File: src/rtl/bru_pkg.sv
// Package: shared types for the branch resolution unit.
// Assumes opcodes follow the jump-class encoding: low three bits 3'b101.
package bru_pkg;

    // Instruction kind after decode
    typedef enum logic [1:0] {
        K_JUMP = 2'd0,
        K_CALL = 2'd1,
        K_EXIT = 2'd2,
        K_BAD  = 2'd3
    } kind_e;

    // Branch condition after decode
    typedef enum logic [3:0] {
        C_ALWAYS = 4'd0,
        C_EQ     = 4'd1,
        C_GT     = 4'd2,
        C_GE     = 4'd3,
        C_SET    = 4'd4,
        C_NE     = 4'd5,
        C_SGT    = 4'd6,
        C_SGE    = 4'd7,
        C_LT     = 4'd8,
        C_LE     = 4'd9,
        C_SLT    = 4'd10,
        C_SLE    = 4'd11,
        C_NEVER  = 4'd12
    } cond_e;

    // Operand-select low nibbles
    localparam logic [3:0] LO_IMM = 4'h5;
    localparam logic [3:0] LO_REG = 4'hD;

endpackage

File: src/rtl/bru_decode.sv
// Module: bru_decode
// Turns a jump-class opcode into an instruction kind, a condition and
// an operand select. Purely combinational. Assumes only the encodings
// listed in the brief are legal; anything else decodes to K_BAD/C_NEVER.
module bru_decode
    import bru_pkg::*;
(
    input  logic [7:0] op,
    output kind_e      kind,
    output cond_e      cond,
    output logic       use_reg
);

    logic lo_ok;
    logic lo_imm;

    assign lo_imm  = (op[3:0] == LO_IMM);
    assign lo_ok   = lo_imm || (op[3:0] == LO_REG);
    assign use_reg = (op[3:0] == LO_REG);

    // Map high nibble to kind and condition
    always_comb begin
        kind = K_BAD;
        cond = C_NEVER;
        if (lo_ok) begin
            kind = K_JUMP;
            case (op[7:4])
                4'h0: begin
                    if (lo_imm) cond = C_ALWAYS;
                    else        kind = K_BAD;
                end
                4'h1: cond = C_EQ;
                4'h2: cond = C_GT;
                4'h3: cond = C_GE;
                4'h4: cond = C_SET;
                4'h5: cond = C_NE;
                4'h6: cond = C_SGT;
                4'h7: cond = C_SGE;
                4'h8: kind = lo_imm ? K_CALL : K_BAD;
                4'h9: kind = lo_imm ? K_EXIT : K_BAD;
                4'hA: cond = C_LT;
                4'hB: cond = C_LE;
                4'hC: cond = C_SLT;
                4'hD: cond = C_SLE;
                default: kind = K_BAD;
            endcase
        end
    end

endmodule

File: src/rtl/bru_compare.sv
// Module: bru_compare
// Evaluates one branch condition on two W-bit operands.
// Purely combinational; assumes the operands are already selected.
module bru_compare
    import bru_pkg::*;
#(
    parameter int W = 64
) (
    input  logic [W-1:0] a,
    input  logic [W-1:0] b,
    input  cond_e        cond,
    output logic         hit
);

    logic eq, ult, slt;

    assign eq  = (a == b);
    assign ult = (a < b);
    assign slt = ($signed(a) < $signed(b));

    // Select the result for the requested condition
    always_comb begin
        case (cond)
            C_ALWAYS: hit = 1'b1;
            C_EQ:     hit = eq;
            C_NE:     hit = !eq;
            C_SET:    hit = |(a & b);
            C_GT:     hit = !ult && !eq;
            C_GE:     hit = !ult;
            C_LT:     hit = ult;
            C_LE:     hit = ult || eq;
            C_SGT:    hit = !slt && !eq;
            C_SGE:    hit = !slt;
            C_SLT:    hit = slt;
            C_SLE:    hit = slt || eq;
            default:  hit = 1'b0;
        endcase
    end

endmodule

File: src/rtl/bru_target.sv
// Module: bru_target
// Computes the next program counter in instruction units:
// pc + 1 + sext(off) when taken, else pc + 1, wrapping at PC_W bits.
// Assumes PC_W is larger than OFF_W.
module bru_target #(
    parameter int PC_W  = 32,
    parameter int OFF_W = 16
) (
    input  logic [PC_W-1:0]  pc,
    input  logic [OFF_W-1:0] off,
    input  logic             taken,
    output logic [PC_W-1:0]  next_pc
);

    localparam int EXT_W = PC_W - OFF_W;

    logic [PC_W-1:0] off_ext;
    logic [PC_W-1:0] step;

    assign off_ext = {{EXT_W{off[OFF_W-1]}}, off};

    // Pick the displacement, then add the sequential increment
    always_comb begin
        step    = taken ? off_ext : '0;
        next_pc = pc + step + PC_W'(1);
    end

endmodule

File: src/rtl/bru_top.sv
// Module: bru_top
// Branch resolution unit. Accepts one jump-class instruction at a time.
// Jumps report after two edges, exit after one, and a call after its
// external handler strobes call_done. Assumes the issue stage keeps
// inputs stable only in the accepting cycle.
module bru_top
    import bru_pkg::*;
#(
    parameter int XLEN  = 64,
    parameter int PC_W  = 32,
    parameter int OFF_W = 16
) (
    input  logic             clk,
    input  logic             rst_n,
    input  logic             in_valid,
    output logic             in_ready,
    input  logic [7:0]       in_opcode,
    input  logic [XLEN-1:0]  in_dst,
    input  logic [XLEN-1:0]  in_src,
    input  logic [XLEN-1:0]  in_imm,
    input  logic [OFF_W-1:0] in_off,
    input  logic [PC_W-1:0]  in_pc,
    output logic             out_done,
    output logic             out_taken,
    output logic             out_exit,
    output logic [PC_W-1:0]  out_next_pc,
    output logic             call_req,
    input  logic             call_done
);

    typedef enum logic [1:0] {S_IDLE, S_EVAL, S_CALL} state_e;

    state_e            st;
    kind_e             dec_kind;
    cond_e             dec_cond;
    logic              dec_use_reg;
    cond_e             r_cond;
    logic [XLEN-1:0]   r_a, r_b;
    logic [PC_W-1:0]   r_pc;
    logic [OFF_W-1:0]  r_off;
    logic              hit;
    logic              tgt_taken;
    logic [PC_W-1:0]   tgt_pc;
    logic              accept;

    assign in_ready  = (st == S_IDLE);
    assign accept    = in_valid && in_ready;
    assign tgt_taken = hit && (st == S_EVAL);

    bru_decode u_dec (
        .op      (in_opcode),
        .kind    (dec_kind),
        .cond    (dec_cond),
        .use_reg (dec_use_reg)
    );

    bru_compare #(.W(XLEN)) u_cmp (
        .a    (r_a),
        .b    (r_b),
        .cond (r_cond),
        .hit  (hit)
    );

    bru_target #(.PC_W(PC_W), .OFF_W(OFF_W)) u_tgt (
        .pc      (r_pc),
        .off     (r_off),
        .taken   (tgt_taken),
        .next_pc (tgt_pc)
    );

    // Capture the issued instruction and its selected operands
    always_ff @(posedge clk) begin
        if (!rst_n) begin
            r_cond <= C_NEVER;
            r_a    <= '0;
            r_b    <= '0;
            r_pc   <= '0;
            r_off  <= '0;
        end else if (accept) begin
            r_cond <= dec_cond;
            r_a    <= in_dst;
            r_b    <= dec_use_reg ? in_src : in_imm;
            r_pc   <= in_pc;
            r_off  <= in_off;
        end
    end

    // Sequence the instruction and produce the result strobe
    always_ff @(posedge clk) begin
        if (!rst_n) begin
            st          <= S_IDLE;
            out_done    <= 1'b0;
            out_taken   <= 1'b0;
            out_exit    <= 1'b0;
            out_next_pc <= '0;
            call_req    <= 1'b0;
        end else begin
            out_done <= 1'b0;
            case (st)
                S_IDLE: begin
                    if (accept) begin
                        case (dec_kind)
                            K_EXIT: begin
                                out_done    <= 1'b1;
                                out_exit    <= 1'b1;
                                out_taken   <= 1'b0;
                                out_next_pc <= in_pc;
                            end
                            K_CALL: begin
                                call_req <= 1'b1;
                                st       <= S_CALL;
                            end
                            default: st <= S_EVAL;
                        endcase
                    end
                end
                S_EVAL: begin
                    out_done    <= 1'b1;
                    out_taken   <= hit;
                    out_exit    <= 1'b0;
                    out_next_pc <= tgt_pc;
                    st          <= S_IDLE;
                end
                S_CALL: begin
                    if (call_done) begin
                        call_req    <= 1'b0;
                        out_done    <= 1'b1;
                        out_taken   <= 1'b0;
                        out_exit    <= 1'b0;
                        out_next_pc <= tgt_pc;
                        st          <= S_IDLE;
                    end
                end
                default: st <= S_IDLE;
            endcase
        end
    end

    // Exit reports on the edge after acceptance
    AST_EXIT_ONE_CYCLE: assert property (@(posedge clk) disable iff (!rst_n)
        accept && in_opcode == 8'h95 |=> out_done && out_exit && !out_taken);

    // Jumps report after exactly two edges
    AST_JUMP_TWO_CYCLES: assert property (@(posedge clk) disable iff (!rst_n)
        accept && (dec_kind == K_JUMP || dec_kind == K_BAD)
        |=> !out_done && !in_ready ##1 out_done && !out_exit);

    // A waiting call holds its request and reports nothing
    AST_CALL_HOLD: assert property (@(posedge clk) disable iff (!rst_n)
        call_req && !call_done |=> call_req && !out_done);

    // No report in the cycle a call request appears
    AST_CALL_MIN: assert property (@(posedge clk) disable iff (!rst_n)
        $rose(call_req) |-> !out_done);

    // A handler strobe outside a call raises nothing
    AST_STRAY_DONE: assert property (@(posedge clk) disable iff (!rst_n)
        !call_req && call_done && !(accept && in_opcode == 8'h85) |=> !call_req);

    // Ready whenever a result is shown
    AST_READY_AT_DONE: assert property (@(posedge clk) disable iff (!rst_n)
        out_done |-> in_ready);

endmodule

File: config.mk
export PLATFORM = sky130hd
export DESIGN_NAME = bru_top
export DESIGN_NICKNAME = d
export VERILOG_FILES = /design/src/rtl/bru_pkg.sv /design/src/rtl/bru_decode.sv /design/src/rtl/bru_compare.sv /design/src/rtl/bru_target.sv /design/src/rtl/bru_top.sv
export SDC_FILE = /design/constraint.sdc
export NUM_CORES = 1
export LEC_CHECK = 0
export BUFFER_PORTS_ARGS = -buffer_cell sky130_fd_sc_hd__buf_4
export CAP_MARGIN = 20
export CORE_ASPECT_RATIO = 0.5
export CORE_MARGIN = 2
export CORE_UTILIZATION = 40
export CTS_BUF_LIST = sky130_fd_sc_hd__clkbuf_2 sky130_fd_sc_hd__clkbuf_4 sky130_fd_sc_hd__clkbuf_8
export CTS_CLUSTER_SIZE = 16
export DETAILED_ROUTE_END_ITERATION = 10
export SLEW_MARGIN = 20
export SYNTH_ARGS = -nofsm -noshare
export SYNTH_HDL_FRONTEND = slang
export SYNTH_HIERARCHICAL = 1
export SYNTH_SLANG_ARGS = --single-unit
File: constraint.sdc
create_clock -name clk -period 4.8 [get_ports clk]
set_input_delay 0.72 -clock clk [delete_from_list [all_inputs] [get_ports clk]]
set_output_delay 0.72 -clock clk [all_outputs]
set_load 0.01 [all_outputs]
==> run metrics, run 1 <==
status=finished, violations left; failing checks=setup timing; Max Root-Sink Buffers=3; MaxCap Viol Count=0; largest net degree at the start of global routing=115; Comb power frac=0.261; worst slew pin tran=1100 ps; CP peak stage delay=between 500 and 600 ps; DRC viols=0; max_slew headroom=0.266; critical path fanouts, max=7; Power Dens Cells=269 nW/um^2; crit path max-delay cell type=or4_4; layout net count=between 2000 and 3000; #FFs+latches synth=between 200 and 250; global-route wire length before repair=about 64 mm; final core utilization=0.580; sequential area share after synthesis=0.316; via density per instance=5.02; Worst Path Required=5240 ps; commonest non-fill, non-tap cell in the layout=buf_4; cells after synthesis=1618; internal power=3.75 mW; initial antenna violation count=1; H-Tree Level Count=2; gpl congestion=0.896; Clk Latency, worst-skew pair=550 ps; Worst Clk Skew=13.3 ps; Filler cells=3179; number of synthesized flops with an enable pin=0; die width=approximately 270 um; Mapped Nets=2018; worst path bufs/invs=3; dpl cells=2493; Max Fclk=around 190 MHz; RSZ-0062 raised after global routing=true; Reg power frac=0.389; layout cell share with drive strength beyond 1=0.368; ys flop type=dfxtp_1; Net Sw Frac=0.299; All-Layer GR Usage=0.220; Sw Pwr=around 1.6 mW; DP HPWL=28.8 mm; grt ovf=0; multi-input logic area=9600 um^2; Pwr Total=5.35 mW; Initial Util=0.403; Core ar.=34200 um^2; Final WS setup=-456 ps; 1st-pass router iterations=5; Rows=48; max-slew violations=0; CTS tree=yes; commonest cells after routing, fill and taps aside=buf_4, nand2_1, dfxtp_1; cts bufs inserted=37; Ports=289; CP startpoint kind=register; Mean Syn Cell Area=8.52 um^2; Hold Violations, Final=0; hold crit path type=input port to register; register area=about 4400 um^2; Reg clk slew, reported paths=around 70 ps; worst path arrival time=5690 ps; Synth cell types=79; final count of negative-setup-slack endpoints=24; maximum VDD drop=0.188 mV; setup TNS=-7770 ps; vias in the first global route=12900; Final Routed Wirelength=40.7 mm; critical path type=register to register; share of power burned in the clock network=0.350; antenna-violating nets left=0; Vias=13000; CTS Hold Bufs=0; Finished Layout Cells=approximately 2600; synthesis-to-finish area growth=43.9%; Syn Std Cell Area=13800 um^2; Reg2Reg Depth=24; worst hold stages=2; crit end category=register; worst path cell trace=inv_1 > ha_1 > nand4_1 > or4_4 > nor4_4 > mux2i_2 > o22ai_1 > o31ai_2 > a2111oi_4 > and2_4 > buf_12 > and2_4 > ha_4 > buf_6 > and4_4 > a21oi_2 > o21ai_2 > o21a_4 > o21ai_4 > mux2i_2 > xor2_1 > mux2i_1 > nand2_1 > o211a_1; CTS sink cnt=around 220; crit share post-route=1.09; Pleak=9.82 nW; Die ar.=36100 um^2; Ys Warns=6; Stages on worst setup path=24; DRT iter0 DRCs=671; fin crit period=5260 ps; Root Driver=clkbuf_8; port bufs=288; delay-heaviest family, CP=simple AND/OR/NAND/NOR gates; die height=135 um; Routed WL per cell=15.8 um; asr flop ratio synth=0
[stage by stage]
stage	area (um^2)	setup slack, ps	hold WS, ps
6_report	19800	-456	382
5_1_grt	19800	-743	365
4_1_cts	19500	-413	344
3_3_place_gp	18100	-500	443
3_5_place_dp	18100	-618	453
2_1_floorplan	14000	-106	439
[power groups by stage]
stage | Combinational (mW) | Clock (mW) | Sequential, mW
2_1_floorplan | 0.680 | 0 | 2.11
3_3_place_gp | 1.30 | 0 | 2.11
3_5_place_dp | 1.31 | 0 | 2.11
4_1_cts | 1.37 | 1.93 | 2.08
5_1_grt | 1.54 | 2.02 | 2.10
6_report | 1.39 | 1.87 | 2.08
[path summary, 6_finish.rpt]
| path | endpoint | from | slack, ps |
|---|---|---|---|
| worst max-delay path | out_next_pc[19] | r_b[8] | -460 |
| worst max register to register | out_next_pc[19] | r_b[8] | -460 |
| worst min register to register | out_taken | out_taken | 460 |
| worst min-delay path | call_req | call_done | 380 |
[synthesized netlist by cell type (3+ instances only)]
cell type,number,area [um^2]
buf_4,3,22.5
or4_1,6,45.0
o21bai_1,4,30.0
nand3b_1,4,30.0
xnor2_1,25,219
nor4_1,21,131
and3_1,3,18.8
buf_1,5,18.8
o22ai_1,5,31.3
o211a_1,97,971
dfxtp_1,218,4360
or3_1,5,31.3
ha_1,147,1840
o21ai_0,25,125
nor2_1,34,128
nor2b_1,6,37.5
a21boi_0,115,863
o21a_1,5,37.5
o211ai_1,3,22.5
a31oi_1,4,25.0
o2111ai_1,3,26.3
nor3_1,14,70.1
o31ai_1,3,22.5
o21ai_1,6,30.0
a21o_1,11,82.6
nand3_1,22,110
buf_2,41,205
a21oi_1,49,245
clkbuf_1,49,184
nand2_1,381,1430
buf_6,3,33.8
a31o_2,3,26.3
xor2_1,7,61.3
mux2i_1,106,1060
a2bb2oi_1,3,26.3
inv_1,76,285
and2_1,20,125
nor3b_1,4,30.0
a221oi_1,6,52.6
o2111a_1,3,33.8
nand4_1,23,144
nand2b_1,4,25.0
[cells by family (layout without fill, tap and decap cells)]
logic type	Yosys count	in the layout	synth area share
adders and majority gates	148	148	0.135
xor gates and xnor gates	32	32	0.0203
other	0	1	0
DFF	218	218	0.316
AOI/OAI and AO/OA	371	371	0.213
muxes	106	106	0.0769
and+or+nand+nor	565	566	0.184
buffers and inverters	178	689	0.0547
[layer usage]
metal | part of all wire | global-route usage | up-vias
met4 | 0.019 | 0.0537 | 0
met5 | 0 | 0 | -
met1 | 0.46 | 0.275 | 6084
li1 | - | - | 6630
met2 | 0.49 | 0.392 | 199
met3 | 0.037 | 0.0387 | 54
[cell type report]
class                      instances  share of cell area
clock buffer                      54              0.0349
antenna                            1            0.000126
sequential                       218               0.221
clock inverter                    13             0.00612
multi-input combinational       1223               0.484
tap                              450              0.0284
timing repair buffer             546               0.211
inverter                          76              0.0145
[state kept, by name (all words and copies together), names as in the netlist, 2 cells and up]
register / count
r_b: 64
r_pc: 32
r_cond: 4
r_a: 64
out_next_pc: 32
r_off: 16
st: 2
[timing repair]
item | CTS | global route
resized for setup | 93 | 50
gates cloned | 1 | 0
buffers inserted | 16 | 8
pin swaps | 47 | 40
setup endpoints to repair | 27 | 27
(Power assumes the default switching activity.)
==> run 2, diff against run 1 <==
Settings changed: TNS_END_PERCENT from default to 20.
==> run metrics, run 2 (synthesis gave the netlist of run 1 again) <==
hold crit path type=input port to register; Die ar.=36100 um^2 (unchanged); Worst Path Required=5220 ps (-20 ps); CTS sink cnt=218 (unchanged); Pwr Total=5.04 mW (-5.7%); synthesis-to-finish area growth=41.5%; initial antenna violation count=0 (-1); Core ar.=34200 um^2 (unchanged); Reg2Reg Depth=24 (unchanged); Inserted Diodes=0 (-1); Final WS setup=-507 ps (-50.9 ps); DP HPWL=28.6 mm (-0.65%); Max Fclk=188 MHz (-0.96%); status=finished, violations left; Worst Clk Skew=18.0 ps (+4.70 ps); setup TNS=-7720 ps (+50.0 ps); Filler cells=3214 (+1.1%); Clk Latency, worst-skew pair=540 ps (about the same); fin crit period=5310 ps (+50.9 ps); Pleak=9.65 nW (-1.7%); Rows=48 (unchanged); layout net count=2507 (+0.20%); die width=267 um (unchanged); max_slew headroom=0.273 (+0.00684); critical path type=register to register; layout cell share with drive strength beyond 1=0.360 (-0.00838); DRT iter0 DRCs=726 (+8.2%); crit path max-delay cell type=or4_4; vias in the first global route=12600 (-2.7%); CP startpoint kind=register; Power Dens Cells=258 nW/um^2 (-4.1%); Root Driver=clkbuf_8; via density per instance=4.99 (-0.69%); All-Layer GR Usage=0.216 (-0.00310); global-route wire length before repair=63.4 mm (-1.5%); max-slew violations=0 (unchanged); port bufs=288 (unchanged); Ports=289 (unchanged); Vias=12800 (-0.96%); maximum VDD drop=0.162 mV (-14%); Top Registers=r_a: 64 flops, r_b: 64 flops; critical path fanouts, max=6 (-1); crit end category=register; Initial Util=0.403 (unchanged); MaxCap Viol Count=0 (unchanged); largest net degree at the start of global routing=130 (+13%); worst path arrival time=5730 ps (+40 ps); worst path cell trace=inv_1 > ha_1 > nand4_1 > or4_4 > nor4_4 > mux2i_2 > o21ai_1 > o31ai_2 > a2111oi_4 > and2_4 > buf_6 > buf_6 > and2_4 > ha_4 > nand2_4 > a21oi_4 > o31ai_4 > or4_4 > a21oi_4 > mux2i_1 > xor2_1 > mux2i_1 > nand2_1 > o211a_1; Hold Violations, Final=0 (unchanged); CTS Hold Bufs=0 (unchanged); gpl congestion=0.902 (+0.62%); cts bufs inserted=35 (-5.4%); Final Routed Wirelength=39.7 mm (-2.4%); H-Tree Level Count=2 (unchanged); commonest non-fill, non-tap cell in the layout=buf_4; Max Root-Sink Buffers=3 (unchanged); 1st-pass router iterations=5 (unchanged); CP peak stage delay=600 ps (about the same); RSZ-0062 raised after global routing=true; grt ovf=0 (unchanged); final count of negative-setup-slack endpoints=23 (-4.2%); failing checks=setup timing; Routed WL per cell=15.4 um (-2.1%); worst slew pin tran=1090 ps (-10.3 ps); dpl cells=2493 (unchanged); antenna-violating nets left=0 (unchanged); CTS tree=yes; die height=135 um (unchanged); register-to-register setup slack=-510 ps (-50 ps); Reg clk slew, reported paths=60 ps (about the same); commonest cells after routing, fill and taps aside=buf_4, nand2_1, dfxtp_1; crit share post-route=1.11 (+0.0106); DRC viols=0 (unchanged); Finished Layout Cells=2574 (-0.27%); worst hold stages=2 (unchanged)
==> run 2: cell count changes in the layout (fill, tap and decap cells not counted), moves of 4 or more <==
cell	previous run	this run
a21oi_1	39	43
a21oi_2	7	3
buf_4	531	543
clkbuf_4	8	14
clkbuf_8	46	38
clkinv_2	9	2
inv_1	65	61
inv_2	10	15
o21ai_2	8	3
xnor2_1	19	25
xnor2_2	6	0
==> run 2: where the power goes <==
group / internal, mW / total [mW] / switching, mW
combinational: 0.744 / 1.40 / 0.654
clock: 0.826 / 1.56 / 0.737
sequential: 1.97 / 2.08 / 0.113
total: 3.54 / 5.04 / 1.50
==> run 2: worst max-delay path, delay by kind of cell (launching register included) <==
| kind | cells | cell delay, ps |
|---|---|---|
| AO/OA/AOI/OAI | 7 | 1140 |
| XOR/XNOR | 1 | 80 |
| adder cells (fa/ha/maj) | 2 | 600 |
| buffers and inverters | 3 | 290 |
| flip-flops | 1 | 330 |
| multiplexers | 3 | 700 |
| AND/OR/NAND/NOR | 8 | 2050 |
==> run 2: cell type report <==
class | instances | area [um^2] | area share
inverters | 76 | 285 | 0.0146
multi-input cells | 1223 | 9430 | 0.483
clock inverters | 2 | 10.0 | 0.000513
repair buffers | 553 | 4210 | 0.216
flip-flops and latches | 218 | 4390 | 0.225
clock buffers | 52 | 628 | 0.0322
well taps | 450 | 563 | 0.0289
==> run 2: timing repair <==
action	CTS	global route
endpoints found under the hold margin	0	0
buffers inserted	22	7
pin swaps	33	30
resized for setup	85	38
cloned	0	1
endpoints found under the setup margin	26	27
==> run 2: worst paths after layout <==
kind | startpoint | end
worst max register to register | r_b[25] | out_next_pc[26]
worst min-delay path | call_done | call_req
worst min register to register | out_taken | out_taken
worst max-delay path | r_b[25] | out_next_pc[26]
==> run 2: stage by stage <==
stage	hold slack [ps]	setup WS, ps	util	instance area, um^2
floorplan	439	-115	-	14000
global placement	445	-643	0.528	18100
detailed placement	452	-658	0.528	18100
CTS	353	-490	0.563	19300
global route	375	-732	0.570	19500
finish	400	-507	0.570	19500
==> run 2: metal layers <==
metal | share of wire | routed length, um | GRT usage | vias up
met5 | 0 | 0 | 0 | -
met4 | 0.014 | 574 | 0.0453 | 0
met3 | 0.033 | 1290 | 0.0349 | 46
met2 | 0.48 | 19100 | 0.376 | 181
met1 | 0.47 | 18700 | 0.284 | 6002
li1 | - | - | - | 6614
